--- src/rtl/usb_tx_serializer.sv ---
module usb_tx_serializer #(
  parameter logic [4:0]  TOKEN_POLY = 5'h05,
  parameter logic [15:0] DATA_POLY  = 16'h8005
) (
  input  logic       clk,
  input  logic       rst_n,
  input  logic       tx_valid,
  output logic       tx_ready,
  input  logic [7:0] tx_data,
  input  logic       tx_last,
  input  logic [1:0] tx_kind,
  output logic       dp,
  output logic       dm,
  output logic       oe
);

  typedef enum logic [2:0] {S_IDLE, S_SYNC, S_BYTE, S_CRC, S_EOP} state_t;

  state_t      st;
  logic [3:0]  cnt;
  logic [7:0]  sh;
  logic        last_r;
  logic [1:0]  kind_r;
  logic [1:0]  idx;
  logic [15:0] crc;
  logic [2:0]  ones;
  logic        line, se0, oe_r;

  logic is_tok, has_crc, stuff, byte_end, want_more, emit, bit_src, ebit, crc_msb;
  logic [3:0]  crc_top;
  logic [4:0]  crc5_n;
  logic [15:0] crc16_n, crc_next;

  assign is_tok    = (kind_r == 2'b01);
  assign has_crc   = (kind_r != 2'b00);
  assign stuff     = (ones == 3'd6);
  assign crc_top   = is_tok ? 4'd4 : 4'd15;
  assign crc_msb   = is_tok ? crc[4] : crc[15];
  assign byte_end  = (is_tok && idx == 2'd2) ? (cnt == 4'd2) : (cnt == 4'd7);
  assign want_more = is_tok ? (idx != 2'd2) : !last_r;
  assign tx_ready  = (st == S_IDLE) || (st == S_BYTE && byte_end && !stuff && want_more);

  assign crc5_n   = {crc[3:0], 1'b0} ^ ((sh[0] ^ crc[4]) ? TOKEN_POLY : 5'd0);
  assign crc16_n  = {crc[14:0], 1'b0} ^ ((sh[0] ^ crc[15]) ? DATA_POLY : 16'd0);
  assign crc_next = is_tok ? {11'd0, crc5_n} : crc16_n;

  always_comb begin
    case (st)
      S_SYNC:  bit_src = (cnt == 4'd7);
      S_BYTE:  bit_src = sh[0];
      S_CRC:   bit_src = ~crc_msb;
      default: bit_src = 1'b1;
    endcase
  end

  assign emit = (st == S_SYNC) || (st == S_BYTE) || (st == S_CRC) || (st == S_EOP && stuff);
  assign ebit = stuff ? 1'b0 : bit_src;

  always_ff @(posedge clk or negedge rst_n) begin
    if (!rst_n) begin
      st     <= S_IDLE;
      cnt    <= '0;
      sh     <= '0;
      last_r <= 1'b0;
      kind_r <= 2'b00;
      idx    <= '0;
      crc    <= '1;
      ones   <= '0;
      line   <= 1'b1;
      se0    <= 1'b0;
      oe_r   <= 1'b0;
    end else begin
      if (emit) begin
        line <= ebit ? line : ~line;
        ones <= ebit ? ones + 3'd1 : 3'd0;
        oe_r <= 1'b1;
      end
      case (st)
        S_IDLE: if (tx_valid) begin
          sh     <= tx_data;
          last_r <= tx_last;
          kind_r <= tx_kind;
          idx    <= '0;
          crc    <= '1;
          cnt    <= '0;
          ones   <= '0;
          st     <= S_SYNC;
        end
        S_SYNC: begin
          cnt <= cnt + 4'd1;
          if (cnt == 4'd7) begin
            cnt <= '0;
            st  <= S_BYTE;
          end
        end
        S_BYTE: if (!stuff) begin
          if (has_crc && idx != 2'd0) crc <= crc_next;
          sh  <= sh >> 1;
          cnt <= cnt + 4'd1;
          if (byte_end) begin
            cnt <= '0;
            if (want_more && tx_valid) begin
              sh     <= tx_data;
              last_r <= tx_last;
              if (idx != 2'd2) idx <= idx + 2'd1;
            end else begin
              st <= has_crc ? S_CRC : S_EOP;
            end
          end
        end
        S_CRC: if (!stuff) begin
          crc <= crc << 1;
          cnt <= cnt + 4'd1;
          if (cnt == crc_top) begin
            cnt <= '0;
            st  <= S_EOP;
          end
        end
        S_EOP: if (!stuff) begin
          cnt  <= cnt + 4'd1;
          ones <= '0;
          case (cnt)
            4'd0, 4'd1: se0 <= 1'b1;
            4'd2: begin
              se0  <= 1'b0;
              line <= 1'b1;
            end
            default: begin
              oe_r <= 1'b0;
              cnt  <= '0;
              st   <= S_IDLE;
            end
          endcase
        end
        default: st <= S_IDLE;
      endcase
    end
  end

  assign dp = se0 ? 1'b0 : line;
  assign dm = se0 ? 1'b0 : ~line;
  assign oe = oe_r;

endmodule


--- config.mk ---
export PLATFORM = sky130hd
export DESIGN_NAME = usb_tx_serializer
export DESIGN_NICKNAME = d
export VERILOG_FILES = /design/src/rtl/usb_tx_serializer.sv
export SDC_FILE = /design/constraint.sdc
export NUM_CORES = 1
export LEC_CHECK = 0
export ABC_AREA = 1
export CAP_MARGIN = 20
export CORE_ASPECT_RATIO = 0.8
export CORE_MARGIN = 2
export CORE_UTILIZATION = 40
export CTS_BUF_LIST = sky130_fd_sc_hd__clkbuf_4 sky130_fd_sc_hd__clkbuf_8
export DETAILED_ROUTE_END_ITERATION = 7
export PLACE_DENSITY_LB_ADDON = 0.15
export SYNTH_ARGS = -nofsm -noshare
export SYNTH_HDL_FRONTEND = slang
export SYNTH_SLANG_ARGS = --single-unit
--- constraint.sdc ---
create_clock -name clk -period 1.6 [get_ports clk]
set_input_delay 0.32 -clock clk [delete_from_list [all_inputs] [get_ports clk]]
set_output_delay 0.32 -clock clk [all_outputs]
set_load 0.005 [all_outputs]
==> flow_metrics.tcl <==
set metrics [dict create \
    setup_ws_ns -0.144 \
    drt-wirelength-per-cell_microns 13.5 \
    clock-sinks 42 \
    clock_latency_ns 0.30 \
    min_path_type "reg2reg" \
    crit_slowest_cell "dfrtp_1" \
    timing.fmax_mhz 573 \
    violations "negative setup slack" \
    grt_max_degree 43 \
    crit_type "reg2reg" \
    fin_crit_sh 1.09 \
    syn_nets 383 \
    numCtsBuffers 5 \
    hold_violations 0 \
    worstPathArrival_ns 1.98 \
    start_util 0.413 \
    netlist_area_sq_mm 0.00264 \
    ys_warn_count 0 \
    vias 2628 \
    port_buffers 17 \
    maxSlewHeadroom 0.763 \
    grt_pass1_vias 2574 \
    final_common_cell "nand2_1" \
    crit_chain "inv_2 -> ha_4 -> nand3_4 -> buf_4 -> buf_6 -> nand2_4 -> nand3_4 -> buf_12 -> buf_16 -> nand3_1 -> nand3_1 -> o21ai_1" \
    pre_cts_slack_ns -0.429 \
    cp-start-kind "flop" \
    synth_top_area_cell "dfrtp_1" \
    fp.dieArea_sq_mm 0.00726 \
    grt_pass1_wl_mm 12.0 \
    yosysTopAreaCellShare 0.237 \
    nets 476 \
    tns_ns -2.39 \
    rsz0062_at_grt "true" \
    syn2layout_area_growth_pct 55.0 \
    die_h_microns 76.6 \
    core_sq_mm 0.00638 \
    leakagePower_nw 1.99 \
    synthTopCellsByArea "dfrtp_1 (24%), dfstp_2 (17%), nand2_1 (14%)" \
    final-setup-viol-count 34 \
    worstSetupEndpointType "flop" \
    totalWireLength_mm 7.28 \
    worst_slew_pin_slew_ns 0.351 \
    die_width_microns 94.7 \
    required_ns 1.84 \
    power.density_mw_per_mm2 2010 \
    htreeDepth 2 \
    grt_antenna_before_repair 0 \
    peakVddDrop_mv 1.04 \
    synth_edf_count 0 \
    yosys_register_bits 42 \
    dp_hpwl_mm 4.75 \
    status "finished with violations" \
    drive_gt1_frac 0.459 \
    pin_count 18 \
    drv_cap 0 \
    yosysSeqAreaShare 0.407 \
    slowest_delay_ns 0.39 \
    postSynth.asyncResetShare 1.00 \
    cts_tree "yes" \
    drt_iter0_markers 124 \
    antenna_left 0 \
    clock_skew_ns 0.00623 \
    synth.avg_cell_area_sq_um 7.30 \
    drc 0 \
    track_usage 0.208 \
    drt-pass1-iter-count 4 \
    timing.final.crit_period_ns 1.74 \
    rows 26 \
    layout_common_cells "nand2_1 (68), buf_4 (51), inv_1 (45)" \
    clock_path_buffers 2 \
    ys_types 30 \
    gp_congestion 0.877 \
    synthFlopType "dfrtp_1" \
    avgViaCountPerCell 4.88 \
    clock-root-buffer "clkbuf_8" \
    maxSlewViolCount 0 \
    syn_inst 361 \
    grt-ovfl-total 0 \
    diodes 0 \
    clk_pin_slew_ns 0.09 \
    crit_fanout 5 \
]
[through the flow]
stage | cell area (sq um) | instances | power [mW] | utilization | hold slack, ns
finish | 4080 | 539 | 8.20 | 0.641 | 0.482
global route | 4080 | 539 | 8.89 | 0.641 | 0.503
CTS | 3670 | 529 | 7.22 | 0.576 | 0.465
detailed placement | 3230 | 504 | 5.72 | 0.507 | 0.318
global placement | 3230 | 504 | 5.65 | 0.507 | 0.316
floorplan | 2640 | 361 | 4.42 | - | 0.0244
[power by group]
group,internal (mW),switching [mW]
registers,1.70,0.276
logic,2.52,2.99
clock network,0.307,0.408
[per-layer routing]
layer  share of wire  up-vias  track usage
li1                -     1346            -
met1            0.50     1237        0.304
met2            0.45       39        0.314
met3           0.035        6       0.0455
met4          0.0099        0       0.0493
met5               0        -            0
[repair_timing]
item / CTS / global route
setup endpoints to repair: 42 / 43
resized for setup: 73 / 95
endpoints found under the hold margin: 25 / 0
setup buffers: 12 / 12
hold buffers: 1 / 0
pin swaps: 19 / 22
gates cloned: 4 / 1
[worst max-delay path: cells and delay by family, from the launching register on]
family | cells | cell delay [ns]
fa+ha+maj | 1 | 0.15
compound gates | 1 | 0.07
buf+inv | 5 | 0.64
flops | 1 | 0.39
simple gates | 5 | 0.43
[area by class of cell]
cell class | count | area [sq um]
fill | 534 | 2290
multi-input combinational | 252 | 1700
sequential | 42 | 1070
timing repair buffer | 92 | 871
inverter | 61 | 246
tap | 84 | 105
clock buffer | 5 | 68.8
clock inverter | 3 | 21.3
[synth_stat cells (2+ instances only)]
cell type  count
a21oi_1        5
buf_6          5
dfrtp_1       25
dfstp_2       17
ha_1           8
inv_1         57
inv_2          4
nand2_1       95
nand2_2        2
nand2_4        2
nand3_1       35
nand3b_1       3
nand4_1        8
nor2_1        25
nor2_2         4
nor2_4         2
o21ai_0       32
o21ai_1       17
o21ai_2        3
xor2_1         2
[kinds of logic (layout without fill, tap and decap cells)]
group,after synthesis,after routing,synth area share
DFF,42,42,0.407
buffers and inverters,69,161,0.114
and+or+nand+nor,180,182,0.312
muxes,1,1,0.00427
AOI/OAI and AO/OA,59,59,0.118
adders and majority gates,8,8,0.0380
xor gates and xnor gates,2,2,0.00665
[state kept, by name, indices dropped and copies added (netlist names)]
name	flops
cnt	4
crc	16
idx	2
kind_r	2
last_r	1
line	1
oe	1
ones	3
se0	1
sh	8
st	3
[worst paths after layout]
check,from,end,slack [ns],depth (start not counted)
worst max-delay path,idx[0]$_DFFE_PN0P_,sh[5]$_DFFE_PN0P_,-0.14,12
worst min-delay path,crc[3]$_DFFE_PN1P_,crc[3]$_DFFE_PN1P_,0.48,2
worst max register to register,idx[0]$_DFFE_PN0P_,sh[5]$_DFFE_PN0P_,-0.14,12
worst min register to register,crc[3]$_DFFE_PN1P_,crc[3]$_DFFE_PN1P_,0.48,2
max in group asynchronous,rst_n,crc[1]$_DFFE_PN1P_,0.82,3
min in group asynchronous,rst_n,ones[2]$_DFF_PN0_,0.52,3
(Power assumes the default switching activity.)
